### config.mk
export PLATFORM = sky130hd
export DESIGN_NAME = qhHaltUnit
export DESIGN_NICKNAME = d
export VERILOG_FILES = /design/src/rtl/qhh_pkg.sv /design/src/rtl/qhhCtrl.sv /design/src/rtl/qhhDatapath.sv /design/src/rtl/qhHaltUnit.sv
export SDC_FILE = /design/constraint.sdc
export NUM_CORES = 1
export LEC_CHECK = 0
export ABC_AREA = 1
export BUFFER_PORTS_ARGS = -buffer_cell sky130_fd_sc_hd__clkbuf_2
export CAP_MARGIN = 25
export CELL_PAD_IN_SITES_DETAIL_PLACEMENT = 1
export CELL_PAD_IN_SITES_GLOBAL_PLACEMENT = 1
export CORE_AREA = 5 5 109 111
export CTS_CLUSTER_SIZE = 20
export DETAILED_ROUTE_END_ITERATION = 8
export DIE_AREA = 0 0 114 116
export HOLD_SLACK_MARGIN = 0.08
export PLACE_DENSITY_LB_ADDON = 0.05
export SLEW_MARGIN = 20
export SYNTH_ARGS = -nofsm -noshare
export SYNTH_HDL_FRONTEND = slang
export SYNTH_SLANG_ARGS = --single-unit
### constraint.sdc
create_clock -name clk -period 3.5 [get_ports clk]
set_clock_uncertainty 0.15 [all_clocks]
set_input_delay 0.7 -clock clk [delete_from_list [all_inputs] [get_ports clk]]
set_output_delay 0.7 -clock clk [all_outputs]
set_load 0.005 [all_outputs]
### src/rtl/qhh_pkg.sv
package qhh_pkg;

  localparam int RES_XACT   = 0;
  localparam int RES_BABBLE = 1;
  localparam int RES_STALL  = 2;
  localparam int RES_SHORT  = 3;
  localparam logic [1:0] ERR_RELOAD = 2'd3;

  typedef enum logic [1:0] {
    CAUSE_NONE   = 2'd0,
    CAUSE_STALL  = 2'd1,
    CAUSE_BABBLE = 2'd2,
    CAUSE_ERRLIM = 2'd3
  } haltCause_e;

  typedef struct packed {
    logic       load;
    logic       halt;
    logic       advance;
    logic       decErr;
    logic       isShort;
    logic [2:0] setBits;
    haltCause_e cause;
  } ctlStrobe_t;

endpackage

### src/rtl/qhhCtrl.sv
module qhhCtrl
  import qhh_pkg::*;
(
  input  logic       clk,
  input  logic       rstN,
  input  logic       txnValid,
  input  logic [3:0] resultCode,
  input  logic       ovlActive,
  input  logic       ovlHalted,
  input  logic [1:0] ovlErrCnt,
  input  logic       intEnable,
  input  logic       thresholdTick,
  input  logic       statusClear,
  output ctlStrobe_t ctl,
  output logic       errStatus,
  output logic       irq
);

  logic accept;
  logic isErr;
  logic errLimit;
  logic haltNow;
  haltCause_e cause;

  always_comb begin
    accept   = txnValid && ovlActive && !ovlHalted;
    isErr    = resultCode[RES_XACT];
    errLimit = isErr && (ovlErrCnt <= 2'd1);
    haltNow  = resultCode[RES_STALL] || resultCode[RES_BABBLE] || errLimit;
    if (resultCode[RES_STALL])       cause = CAUSE_STALL;
    else if (resultCode[RES_BABBLE]) cause = CAUSE_BABBLE;
    else if (errLimit)               cause = CAUSE_ERRLIM;
    else                             cause = CAUSE_NONE;

    ctl.load    = accept;
    ctl.halt    = haltNow;
    ctl.advance = !haltNow && !isErr;
    ctl.decErr  = isErr;
    ctl.isShort = resultCode[RES_SHORT];
    ctl.setBits = {resultCode[RES_STALL], resultCode[RES_BABBLE], resultCode[RES_XACT]};
    ctl.cause   = cause;
  end

  always_ff @(posedge clk) begin
    if (!rstN) begin
      errStatus <= 1'b0;
      irq       <= 1'b0;
    end else begin
      if (accept && haltNow)  errStatus <= 1'b1;
      else if (statusClear)   errStatus <= 1'b0;

      if (statusClear)        irq <= 1'b0;
      else if (thresholdTick) irq <= errStatus && intEnable;
    end
  end

endmodule

### src/rtl/qhhDatapath.sv
module qhhDatapath
  import qhh_pkg::*;
#(
  parameter int BYTES_W = 15,
  parameter int OFFS_W  = 12,
  parameter int PAGE_W  = 3,
  parameter int LEN_W   = 11
) (
  input  logic               clk,
  input  logic               rstN,
  input  ctlStrobe_t         ctl,
  input  logic [LEN_W-1:0]   xferLen,
  input  logic               ovlHalted,
  input  logic [BYTES_W-1:0] ovlBytes,
  input  logic [PAGE_W-1:0]  ovlPage,
  input  logic [OFFS_W-1:0]  ovlOffset,
  input  logic               ovlToggle,
  input  logic [1:0]         ovlErrCnt,
  input  logic [2:0]         ovlErrBits,
  output logic               updValid,
  output logic               writeBack,
  output logic               newActive,
  output logic               newHalted,
  output logic [BYTES_W-1:0] newBytes,
  output logic [PAGE_W-1:0]  newPage,
  output logic [OFFS_W-1:0]  newOffset,
  output logic               newToggle,
  output logic [1:0]         newErrCnt,
  output logic [2:0]         newErrBits,
  output logic [1:0]         haltCause
);

  localparam int SUM_W = OFFS_W + 1;

  logic [BYTES_W-1:0] lenBytes;
  logic [BYTES_W-1:0] bytesAdv;
  logic [SUM_W-1:0]   offsSum;
  logic [PAGE_W-1:0]  pageAdv;
  logic [1:0]         cntNext;
  logic               xferEnd;

  always_comb begin
    lenBytes = BYTES_W'(xferLen);
    bytesAdv = (lenBytes >= ovlBytes) ? '0 : (ovlBytes - lenBytes);
    offsSum  = {1'b0, ovlOffset} + SUM_W'(xferLen);
    pageAdv  = ovlPage + PAGE_W'(offsSum[OFFS_W]);

    if (ctl.advance)                         cntNext = ERR_RELOAD;
    else if (ctl.decErr && ovlErrCnt != 2'd0) cntNext = ovlErrCnt - 2'd1;
    else                                     cntNext = ovlErrCnt;

    xferEnd = ctl.halt || (ctl.advance && (ctl.isShort || bytesAdv == '0));
  end

  always_ff @(posedge clk) begin
    if (!rstN) begin
      updValid   <= 1'b0;
      writeBack  <= 1'b0;
      newActive  <= 1'b0;
      newHalted  <= 1'b0;
      newBytes   <= '0;
      newPage    <= '0;
      newOffset  <= '0;
      newToggle  <= 1'b0;
      newErrCnt  <= 2'd0;
      newErrBits <= 3'd0;
      haltCause  <= 2'd0;
    end else if (ctl.load) begin
      updValid   <= 1'b1;
      writeBack  <= xferEnd;
      newActive  <= !xferEnd;
      newHalted  <= ctl.halt || ovlHalted;
      newErrCnt  <= cntNext;
      newErrBits <= ovlErrBits | ctl.setBits;
      haltCause  <= ctl.cause;
      if (ctl.advance) begin
        newBytes  <= bytesAdv;
        newPage   <= pageAdv;
        newOffset <= offsSum[OFFS_W-1:0];
        newToggle <= !ovlToggle;
      end else begin
        newBytes  <= ovlBytes;
        newPage   <= ovlPage;
        newOffset <= ovlOffset;
        newToggle <= ovlToggle;
      end
    end else begin
      updValid  <= 1'b0;
      writeBack <= 1'b0;
    end
  end

endmodule

### src/rtl/qhHaltUnit.sv
module qhHaltUnit
  import qhh_pkg::*;
#(
  parameter int BYTES_W = 15,
  parameter int OFFS_W  = 12,
  parameter int PAGE_W  = 3,
  parameter int LEN_W   = 11
) (
  input  logic               clk,
  input  logic               rstN,
  input  logic               txnValid,
  input  logic [3:0]         resultCode,
  input  logic [LEN_W-1:0]   xferLen,
  input  logic               ovlActive,
  input  logic               ovlHalted,
  input  logic [BYTES_W-1:0] ovlBytes,
  input  logic [PAGE_W-1:0]  ovlPage,
  input  logic [OFFS_W-1:0]  ovlOffset,
  input  logic               ovlToggle,
  input  logic [1:0]         ovlErrCnt,
  input  logic [2:0]         ovlErrBits,
  input  logic               intEnable,
  input  logic               thresholdTick,
  input  logic               statusClear,
  output logic               updValid,
  output logic               writeBack,
  output logic               newActive,
  output logic               newHalted,
  output logic [BYTES_W-1:0] newBytes,
  output logic [PAGE_W-1:0]  newPage,
  output logic [OFFS_W-1:0]  newOffset,
  output logic               newToggle,
  output logic [1:0]         newErrCnt,
  output logic [2:0]         newErrBits,
  output logic [1:0]         haltCause,
  output logic               errStatus,
  output logic               irq
);

  ctlStrobe_t ctl;

  qhhCtrl ctrlI (
    .clk(clk), .rstN(rstN), .txnValid(txnValid), .resultCode(resultCode),
    .ovlActive(ovlActive), .ovlHalted(ovlHalted), .ovlErrCnt(ovlErrCnt),
    .intEnable(intEnable), .thresholdTick(thresholdTick),
    .statusClear(statusClear), .ctl(ctl), .errStatus(errStatus), .irq(irq)
  );

  qhhDatapath #(
    .BYTES_W(BYTES_W), .OFFS_W(OFFS_W), .PAGE_W(PAGE_W), .LEN_W(LEN_W)
  ) dpI (
    .clk(clk), .rstN(rstN), .ctl(ctl), .xferLen(xferLen),
    .ovlHalted(ovlHalted), .ovlBytes(ovlBytes), .ovlPage(ovlPage),
    .ovlOffset(ovlOffset), .ovlToggle(ovlToggle), .ovlErrCnt(ovlErrCnt),
    .ovlErrBits(ovlErrBits), .updValid(updValid), .writeBack(writeBack),
    .newActive(newActive), .newHalted(newHalted), .newBytes(newBytes),
    .newPage(newPage), .newOffset(newOffset), .newToggle(newToggle),
    .newErrCnt(newErrCnt), .newErrBits(newErrBits), .haltCause(haltCause)
  );

endmodule

[Word-level counts from Yosys, hierarchy flattened]
Index checks and enable logic that the tools add are counted.
W data, S select, Z words.
Storage, ports and cells
  register bits: 44
  input bits: 59
Operators by class
  $add $sub $neg: 4
  magnitude comparators: 2
  multiplexer cells: 13
  bitwise gates (word level): 2
  reductions and logical operators: 23
Operators with widths (count)
  $mux W15: 2
  $ge A11 B15 Y1: 1
  $logic_not A15 Y1: 1
  $sub A15 B11 Y15: 1
  $add A12 B11 Y13: 1
  $mux W12: 1
  $mux W2: 5
  $logic_and A1 B1 Y1: 8
  $logic_not A1 Y1: 5
  $logic_or A1 B1 Y1: 5
  $mux W1: 4
  $reduce_bool A2 Y1: 2
  $add A3 B1 Y3: 1
  $mux W3: 1
  $or A3 B3 Y3: 1
  $le A2 B1 Y1 const B: 1
  $reduce_and A2 Y1: 1
  $reduce_or A2 Y1: 1
  $sub A2 B1 Y2 const B: 1
  $not A1 Y1: 1

[Logic depth before layout (Yosys ltp)]
Gate-level depths: netlist of the first run.
  word-level depth: 8
  gate-level depth with buffers: 19
  gate-level depth less buffers: 19

[Hierarchy]
From an unflattened synthesis of the first run, not the netlist that was laid out.
Unflattened totals
  cells, all modules: 561
  area total of the unflattened synthesis: 3485.8 um^2
By module, submodules not included
  qhhDatapath: times used 1, cells an instance 534, area each 3296.9 um^2, sequential area each 840.8 um^2
  qhhCtrl: times used 1, cells an instance 27, area each 188.9 um^2, sequential area each 40.0 um^2

[Worst setup path after synthesis of the first run]
OpenSTA, ideal clock, no wires.
  path type: input to register
  start: in xferLen[0]
  end: reg dpI.newPage[2]
  setup time: 0.117 ns
  arrival: 3.096 ns
  setup slack: 0.136 ns
  cell stages on the path: 19
  buffers on the path: 0
  path through: ha_1 inv_1 fa_1 nand3b_1 nand2_1 nand2_1 nand2_1 a21oi_1 o21ai_0 a21oi_1 or2_2 a21boi_0 ha_1 ha_1 nand2_1 nand2_1 nand2_1 o221ai_1 inv_1
On the way
  word-level cells in the longest chain between the ends: 3
RTL lines
  from (decl): RTL line qhHaltUnit.sv:13  | input logic [LEN_W-1:0] xferLen,
  $add A12 B11 Y13: RTL line qhhDatapath.sv:45  | offsSum = {1'b0, ovlOffset} + SUM_W'(xferLen);
  $add A3 B1 Y3: RTL line qhhDatapath.sv:46  | pageAdv = ovlPage + PAGE_W'(offsSum[OFFS_W]);
  $mux W3: RTL line qhhDatapath.sv:76  | if (ctl.advance) begin
  to (signal assigned): RTL line qhhDatapath.sv:78  | newPage <= pageAdv;
  to (signal assigned): RTL line qhhDatapath.sv:83  | newPage <= ovlPage;
  to (decl): RTL line qhhDatapath.sv:25  | output logic [PAGE_W-1:0] newPage,
No other way between the ends.
A chain may end at the register's enable or synchronous reset.

[Worst setup path in the final report of the first run]
Ends and elaborated chain as after synthesis.

==> results of run 1 <==
[synth_stat cells (4+ instances only)]
| master | number | area [um2] |
|---|---|---|
| a31oi_1 | 19 | 119 |
| nor3_1 | 4 | 20.0 |
| xor2_1 | 6 | 52.6 |
| clkbuf_1 | 12 | 45.0 |
| nand2_1 | 171 | 642 |
| nor2_1 | 28 | 105 |
| nand2_4 | 4 | 45.0 |
| a21oi_1 | 39 | 195 |
| nand4_1 | 6 | 37.5 |
| o211ai_1 | 7 | 52.6 |
| dfxtp_1 | 44 | 881 |
| inv_1 | 71 | 267 |
| o21ai_0 | 23 | 115 |
| nand3_1 | 26 | 130 |
| xnor2_1 | 4 | 35.0 |
| ha_1 | 26 | 325 |
[final cells by class]
class | instances | area, um2
clock buffers | 5 | 68.8
clock inverters | 2 | 12.5
fillers | 1455 | 6480
inverters | 77 | 289
multi-input cells | 395 | 2160
flip-flops and latches | 44 | 881
well taps | 140 | 175
repair buffers | 118 | 631
[where the power goes]
part / internal [W] / switching, W
Sequential: 0.000521 / 0.0000105
Clock: 0.000136 / 0.000202
Combinational: 0.000165 / 0.000262
Total: 0.000821 / 0.000474
[worst paths after layout]
check / slack [ns] / to / from
min reg2reg: 0.32 / dpI.newErrBits[1] / dpI.newErrBits[1]
min: 0.32 / dpI.newErrBits[1] / dpI.newErrBits[1]
max: 0.32 / dpI.newPage[2] / xferLen[0]
max reg2reg: 2.60 / dpI.newToggle / dpI.newToggle
[cells by family after synthesis]
logic type,Yosys count,share of synthesized area (%)
AOI/OAI and AO/OA,101,17.5
xor gates and xnor gates,10,2.58
adders and majority gates,28,10.8
buffers and inverters,92,10.4
DFF,44,26.0
and+or+nand+nor,256,32.8
[metal layers]
metal  share of wire, %  vias to the layer above  GRT usage, %  wire (um)
met3                4.9                       10          2.72        621
met4                1.2                        0          4.20        152
met1                 49                     1780          27.4       6110
li1                   -                     1937             -          -
met2                 45                       89          32.0       5700
met5                  0                        -             0          0
[timing repair]
item / CTS / global route
setup endpoints to repair: 0 / 2
gates resized for setup: 0 / 3
endpoints found under the hold margin: 0 / 0
[through the flow]
step	cell area, um2	utilization (%)	hold WS, ns	power, W
floorplan	3390	-	0.308	0.000804
global placement	4130	38.6	0.302	0.000958
detailed placement	4130	38.6	0.307	0.000969
CTS	4220	39.4	0.321	0.00132
global route	4220	39.4	0.343	0.00140
finish	4220	39.4	0.323	0.00130
[flip-flops by register name, summed over array words and instances, names as in the netlist]
signal,cells
dpI.newBytes,15
ctrlI.errStatus,1
dpI.newErrBits,3
dpI.newActive,1
ctrlI.irq,1
dpI.newPage,3
dpI.writeBack,1
dpI.newErrCnt,2
dpI.newHalted,1
dpI.updValid,1
dpI.newOffset,12
dpI.haltCause,2
dpI.newToggle,1
[worst max-delay path: cells and delay by family]
family | cells | cell delay [ns]
adder cells (fa/ha/maj) | 4 | 0.87
AND/OR/NAND/NOR | 8 | 0.88
AO/OA/AOI/OAI | 5 | 0.58
buffers and inverters | 3 | 0.21
==> flow_metrics.py, run 1 <==
metrics = {
    "drt": {
        "drt_wl_total_um": 12600,
        "final_antenna_net_count": 0,
        "vias": 3816,
        "wl_per_cell_um": 16.1,
        "drt_iter0_markers": 247,
        "firstDrtPassIters": 4,
        "drc_errors": 0,
        "vias_per_cell": 4.89,
    },
    "worst_hold_path": {
        "hp-class": "flip-flop to flip-flop",
        "hold_depth": 2,
    },
    "final_layout": {
        "final_common_cell": "nand2_1",
        "mostFrequentLayoutCells": "nand2_1 (171), clkbuf_2 (102), inv_1 (71)",
        "syn_to_final_growth_pct": 24.4,
        "drive_above_1_share_pct": 23.4,
        "layout.cells.non_filler": 781,
        "n_antenna_cell": 0,
        "nNetsFinal": 728,
    },
    "floorplan": {
        "ios": 103,
        "die_w_um": 114,
        "dieArea_um2": 13200,
        "die_h_um": 116,
        "rows": 38,
        "core_area_um2": 10700,
        "initial_utilization_pct": 31.7,
    },
    "run_status": {
        "status": "finished clean",
    },
    "power": {
        "ir_drop_v": 0.000118,
        "power_density_nw_per_um2": 307,
        "p_leak_nw": 2.19,
    },
    "placed_design": {
        "dpl.cell_count": 774,
        "port_buffers": 102,
        "dp_hpwl_um": 9990,
        "gp_congestion": 0.913,
        "dp_slack_ns": -0.198,
    },
    "worst_setup_path": {
        "worstSetupStartpointType": "input port",
        "crit_path_max_fanout": 2,
        "crit_top_cell": "nand2_1",
        "worstSetupEndpointType": "flip-flop",
        "cp.arrival_ns": 3.24,
        "r2r_cells": 4,
        "path_cells": "clkbuf_2 > ha_1 > inv_1 > fa_1 > nand3b_1 > nand2_1 > nand2_1 > nand2_1 > a21oi_1 > o21ai_2 > a21oi_1 > or2_2 > a21boi_1 > ha_1 > ha_1 > nand2_1 > nand2_1 > nand2_1 > o221ai_1 > inv_1",
        "crit_path_max_incr_delay_ns": 0.40,
        "cp_slowest_cell": "fa_1",
        "crit_type": "input port to flip-flop",
        "required_ns": 3.56,
    },
    "global_route": {
        "grt_usage_pct": 19.5,
        "antenna_found_initial": 0,
        "grt_pass1_vias": 3856,
        "grt_overflow_total": 0,
        "grt_max_degree": 39,
        "grt_first_pass_wirelength_um": 20300,
    },
    "clock_network": {
        "cts_tree": "built",
        "cts_made_buffers": 5,
        "clockBufferDepth": 2,
        "cts_setup_buffers": 0,
        "clock_latency_ns": 0.31,
        "clkSlewWorstSetupHoldPaths_ns": 0.09,
        "clock-sinks": 44,
        "h-tree-depth": 2,
        "hold_buffers": 0,
        "root_buffer": "clkbuf_8",
    },
    "yosys": {
        "ys_seq_elements": 44,
        "ys_types": 39,
        "async_reset_ff_share_pct": 0,
        "synth_fp_nets": 618,
        "syn_area_um2": 3390,
        "synthFlopType": "dfxtp_1",
        "synth_edf_count": 0,
        "synthCells": 531,
        "ys_seq_area_share_pct": 26.0,
        "ys_warn_count": 0,
        "syn_area_per_cell_um2": 6.39,
    },
    "timing": {
        "fin_crit_sh_pct": 90.8,
        "fmax_ghz": 0.315,
        "rsz0062_at_grt": "false",
        "tightest_slew_ns": 0.729,
        "tns_ns": 0,
        "min_period_ns": 3.18,
        "setup_viol": 0,
        "fin_ws_ns": 0.322,
        "maxSlewViolCount": 0,
        "slew_headroom_pct": 51.1,
        "finalHoldViolCount": 0,
    },
    "job": {
        "drv_cap": 0,
    },
}
(Power assumes the default switching activity.)
==> inputs of run 2 (changes only) <==
==> constraint.sdc (replaced) <==
create_clock -name clk -period 3.5 [get_ports clk]
set_clock_uncertainty 0.15 [all_clocks]
set_input_delay 0.175 -clock clk [delete_from_list [all_inputs] [get_ports clk]]
set_output_delay 0.175 -clock clk [all_outputs]
set_load 0.005 [all_outputs]
==> run 2 against run 1 <==
Count of clock-buffer cells in the layout rose by 1. Sequential share of layout area decreased by 1.5 points. Critical path type unchanged. Combinational power grew 4%.
==> flow_metrics.py, run 2 (synthesis gave the netlist of run 1 again) <==
metrics = {
    "placed_design": {
        "dp_hpwl_um": 9880,
        "dpl.cell_count": 762,
        "port_buffers": 102,
        "gp_congestion": 0.900,
    },
    "worst_setup_path": {
        "crit_path_max_fanout": 3,
        "cp.arrival_ns": 3.31,
        "required_ns": 3.57,
        "critPathLaunch": "ovlOffset[0]",
        "worstSetupStartpointType": "input port",
        "r2r-start": "ctrlI.errStatus",
        "crit_type": "input port to flip-flop",
        "worstSetupEndpointType": "flip-flop",
    },
    "final_layout": {
        "n_antenna_cell": 0,
        "largest_reg_flops": 15,
        "final_common_cell": "nand2_1",
        "reg_top3": "dpI.newBytes: 15 flops, dpI.newOffset: 12 flops",
        "mostFrequentLayoutCells": "nand2_1 (170), clkbuf_2 (102), inv_1 (71)",
        "drive_above_1_share_pct": 21.3,
        "nNetsFinal": 752,
        "syn_to_final_growth_pct": 33.9,
        "fillers": 1440,
        "regMostFlops": "dpI.newBytes",
        "layout.cells.non_filler": 806,
    },
    "timing": {
        "rsz0062_at_grt": "false",
        "fmax_ghz": 0.308,
        "slew_headroom_pct": 42.2,
        "min_period_ns": 3.24,
        "fin_crit_sh_pct": 92.6,
        "tightest_slew_ns": 0.866,
        "setup_viol": 0,
        "tns_ns": 0,
        "maxSlewViolCount": 0,
        "finalHoldViolCount": 0,
    },
    "floorplan": {
        "dieArea_um2": 13200,
        "die_h_um": 116,
        "initial_utilization_pct": 31.7,
        "core_area_um2": 10700,
        "rows": 38,
        "ios": 103,
        "die_w_um": 114,
    },
    "global_route": {
        "grt_overflow_total": 0,
        "antenna_found_initial": 0,
        "grt_max_degree": 39,
        "grt_usage_pct": 19.4,
        "grt_first_pass_wirelength_um": 20400,
        "grt_pass1_vias": 4104,
    },
    "drt": {
        "drt_wl_total_um": 12700,
        "final_antenna_net_count": 0,
        "firstDrtPassIters": 4,
        "vias_per_cell": 4.84,
        "drc_errors": 0,
        "vias": 3899,
        "wl_per_cell_um": 15.8,
        "drt_iter0_markers": 161,
    },
    "clock_network": {
        "cts_setup_buffers": 0,
        "clock_latency_ns": 0.30,
        "clock-sinks": 44,
        "cts_tree": "built",
        "cts_made_buffers": 5,
        "clockBufferDepth": 2,
        "root_buffer": "clkbuf_8",
        "clkSlewWorstSetupHoldPaths_ns": 0.10,
        "h-tree-depth": 2,
    },
    "worst_hold_path": {
        "hp-class": "input port to flip-flop",
        "min-delay-start": "ovlOffset[8]",
    },
    "power": {
        "p_leak_nw": 2.31,
        "ir_drop_v": 0.000154,
        "power_density_nw_per_um2": 312,
    },
    "run_status": {
        "status": "finished clean",
    },
    "job": {
        "drv_cap": 0,
    },
}
-- run 2: through the flow --
| step | total power, W | hold WS (ns) | utilization (%) | cell area [um2] | worst slack (ns) |
|---|---|---|---|---|---|
| 2_1_floorplan | 0.000804 | 0.117 | - | 3390 | 0.661 |
| 3_3_place_gp | 0.000944 | 0.223 | 37.8 | 4040 | 0.296 |
| 3_5_place_dp | 0.000953 | 0.241 | 37.8 | 4040 | 0.221 |
| 4_1_cts | 0.00143 | 0.0800 | 42.3 | 4530 | 0.0320 |
| 5_1_grt | 0.00152 | 0.103 | 42.5 | 4540 | 0.00476 |
| 6_report | 0.00142 | 0.0863 | 42.5 | 4540 | 0.258 |
-- run 2: critical path, cell delays in order --
cell	delay, ns
dlygate4sd3_1	0.52
clkbuf_2	0.11
ha_1	0.16
inv_1	0.05
fa_1	0.38
nand3b_1	0.19
nand2_2	0.10
nand2_1	0.05
nand2_1	0.07
a21oi_1	0.10
o21ai_2	0.18
a21oi_1	0.10
or2_2	0.30
a21boi_2	0.14
ha_1	0.16
ha_1	0.14
nand2_1	0.07
nand2_1	0.07
nand2_1	0.06
o221ai_2	0.13
inv_1	0.05
-- run 2: per-layer routing --
metal	global-route usage [%]	up-vias	share of wire [%]	routed length, um
met3	2.61	9	3.7	476
met4	3.64	0	0.98	125
met1	26.2	1827	49	6200
met2	33.2	70	46	5890
li1	-	1993	-	-
met5	0	-	0	0
-- run 2: area by class of cell --
| type | instances | area, um2 | area share (%) |
|---|---|---|---|
| clock buffers | 6 | 82.6 | 1.82 |
| clock inverters | 2 | 38.8 | 0.854 |
| inverters | 77 | 289 | 6.36 |
| multi-input cells | 395 | 2170 | 47.9 |
| flip-flops and latches | 44 | 881 | 19.4 |
| well taps | 140 | 175 | 3.86 |
| repair buffers | 142 | 901 | 19.8 |
-- run 2: final timing paths --
path              slack [ns]           endpoint  cells past startpoint
hold / removal          0.09   dpI.newOffset[8]                      5
setup reg to reg        2.06          ctrlI.irq                      3
setup / recovery        0.26     dpI.newPage[2]                     21
hold reg to reg         0.32  dpI.newErrBits[1]                      2
-- run 2: repair_timing --
action / CTS / global route
endpoints found under the hold margin: 33 / 0
hold buffers: 36 / 0
endpoints found under the setup margin: 0 / 2
gates resized for setup: 0 / 6
-- run 2: power by group --
part	switching (W)	internal, W	total [W]
sequential	0.0000108	0.000521	0.000532
clock	0.000210	0.000234	0.000445
combinational	0.000263	0.000180	0.000442
total	0.000484	0.000935	0.00142
==> inputs of run 3 (changes only) <==
- PLACE_DENSITY_LB_ADDON: 0.05 -> 0.1
==> run 3 against run 2 <==
Combinational power is 2% higher. Sequential power hardly changed. Largest power group unchanged. Register-to-register slack improved by 0.02 ns. Non-clock buffer count up 4. Via count up 1.3%. First-iteration DRC count fell by 16%. Fmax is 0.93% higher. Setup slack better by 0.030 ns. Clock power shrank 4%. Power fell by 0.77%. Critical endpoint unchanged. Final area increased by 0.63%. Utilization up 0.27 points.
==> flow_metrics.py, run 3 (synthesis gave the netlist of run 1 again) <==
metrics = {
    "run_status": {
        "status": "finished clean",
    },
    "timing": {
        "rsz0062_at_grt": "false",
        "finalHoldViolCount": 0,
        "tns_ns": 0,
        "slew_headroom_pct": 40.0,
        "maxSlewViolCount": 0,
        "whs_ns": 0.0893,
        "tightest_slew_ns": 0.899,
        "min_period_ns": 3.21,
        "fmax_ghz": 0.311,
        "setup_viol": 0,
        "fin_crit_sh_pct": 91.8,
    },
    "clock_network": {
        "h-tree-depth": 2,
        "clkSlewWorstSetupHoldPaths_ns": 0.09,
        "clockBufferDepth": 2,
        "clock_latency_ns": 0.31,
        "clock-sinks": 44,
        "cts_made_buffers": 5,
        "root_buffer": "clkbuf_8",
        "cts_tree": "built",
    },
    "drt": {
        "wl_met1_um": 6330,
        "drt_iter0_markers": 136,
        "drt_wl_total_um": 12800,
        "top_layer": "met4",
        "wl_met3_um": 526,
        "final_antenna_net_count": 0,
        "route.met2.wl_um": 5810,
        "firstDrtPassIters": 4,
        "wl_per_cell_um": 15.8,
        "vias_per_cell": 4.88,
        "drc_errors": 0,
        "vias": 3949,
    },
    "final_layout": {
        "nNetsFinal": 756,
        "syn_to_final_growth_pct": 34.7,
        "fillers": 1472,
        "stdcell_area_um2": 4570,
        "mostFrequentLayoutCells": "nand2_1 (170), clkbuf_2 (102), inv_1 (71)",
        "fin_util_pct": 42.7,
        "regMostFlops": "dpI.newBytes",
        "layout.cells.non_filler": 810,
        "drive_above_1_share_pct": 21.3,
        "largest_reg_flops": 15,
        "reg_top3": "dpI.newBytes: 15 flops, dpI.newOffset: 12 flops",
        "final_common_cell": "nand2_1",
        "n_antenna_cell": 0,
    },
    "worst_hold_path": {
        "hold_depth": 3,
        "min-delay-start": "ovlOffset[6]",
        "hp-class": "input port to flip-flop",
        "holdPathEnd": "dpI.newOffset[6]",
    },
    "floorplan": {
        "dieArea_um2": 13200,
        "die_h_um": 116,
        "initial_utilization_pct": 31.7,
        "core_area_um2": 10700,
        "rows": 38,
        "die_w_um": 114,
        "ios": 103,
    },
    "worst_setup_path": {
        "cp.arrival_ns": 3.27,
        "crit_type": "input port to flip-flop",
        "r2r-end": "ctrlI.irq",
        "r2r-start": "ctrlI.errStatus",
        "worstSetupEndpointType": "flip-flop",
        "crit_path_max_fanout": 3,
        "r2r_cells": 3,
        "worstSetupStartpointType": "input port",
        "required_ns": 3.56,
        "r2r_slack_ns": 2.08,
    },
    "power": {
        "ir_drop_v": 0.000170,
        "p_leak_nw": 2.32,
        "clkPwrFrac_pct": 30.2,
        "power.switching_w": 0.000487,
        "power_density_nw_per_um2": 308,
        "seqPwrFrac_pct": 37.8,
        "p_sw_share_pct": 34.6,
        "power_frac_comb_pct": 32.0,
        "p_int_w": 0.000920,
    },
    "global_route": {
        "grt_max_degree": 39,
        "grt_pass1_vias": 4167,
        "grt_usage_pct": 19.6,
        "antenna_found_initial": 0,
        "grt_overflow_total": 0,
        "grt_first_pass_wirelength_um": 20600,
    },
    "placed_design": {
        "dpl.cell_count": 762,
        "gp_congestion": 0.828,
        "port_buffers": 102,
        "dp_hpwl_um": 10000,
        "placed_area_um2": 4040,
    },
    "job": {
        "drv_cap": 0,
    },
}
==> run 3: cell types whose count changed in the layout (fill, tap and decap cells not counted), sizes merged <==
cell,before,now
clkbuf,108,107
buf,4,5
dlygate4sd3,36,39
clkinv,4,5
==> run 3: what timing repair did <==
action,4_1_cts,5_1_grt
buffers inserted,0,1
resized for setup,0,6
hold buffers,39,0
endpoints found under the hold margin,35,0
endpoints found under the setup margin,0,2
==> run 3: metrics by stage <==
step                      worst slack (ns)  power [W]
after floorplan                      0.661   0.000804
after global placement               0.317   0.000944
after detailed placement             0.229   0.000955
after CTS                           0.0413    0.00143
after global routing                0.0168    0.00151
final                                0.288    0.00141
==> run 3: power by group through the flow <==
stage | sequential [W] | combinational (W) | clock [W]
after floorplan | 0.000544 | 0.000260 | 0
after global placement | 0.000543 | 0.000401 | 0
after detailed placement | 0.000543 | 0.000411 | 0
after CTS | 0.000532 | 0.000447 | 0.000447
after global routing | 0.000535 | 0.000508 | 0.000470
final | 0.000532 | 0.000450 | 0.000426
==> run 3: cell type report <==
type	count	area (um2)	area share, %
clock buffers	5	68.8	1.51
clock inverters	3	47.5	1.04
inverters	77	289	6.32
multi-input cells	395	2170	47.5
flip-flops and latches	44	881	19.3
well taps	140	175	3.83
repair buffers	146	938	20.5
==> run 3: worst max-delay path by stage <==
stage / from / cells after the start / to
6_report: ovlOffset[0] / 21 / dpI.newPage[2]
3_3_place_gp: xferLen[0] / 20 / dpI.newPage[2]
2_1_floorplan: xferLen[0] / 19 / dpI.newPage[2]
5_1_grt: ovlOffset[0] / 21 / dpI.newPage[2]
3_5_place_dp: xferLen[0] / 20 / dpI.newPage[2]
4_1_cts: ovlOffset[0] / 21 / dpI.newPage[2]
==> run 3: critical path, stage by stage <==
cell,delay (ns)
dlygate4sd3_1,0.52
clkbuf_2,0.11
ha_1,0.16
inv_1,0.06
fa_2,0.35
nand3b_1,0.19
nand2_2,0.10
nand2_1,0.06
nand2_1,0.06
a21oi_1,0.10
o21ai_2,0.19
a21oi_1,0.10
or2_2,0.30
a21boi_2,0.13
ha_1,0.15
ha_1,0.14
nand2_1,0.07
nand2_1,0.07
nand2_1,0.04
o221ai_1,0.15
inv_1,0.05
==> run 3: layer usage <==
| metal | vias up | track usage, % |
|---|---|---|
| met3 | 13 | 2.82 |
| met1 | 1849 | 26.6 |
| li1 | 2004 | - |
| met2 | 83 | 33.0 |
| met5 | - | 0 |
| met4 | 0 | 4.67 |
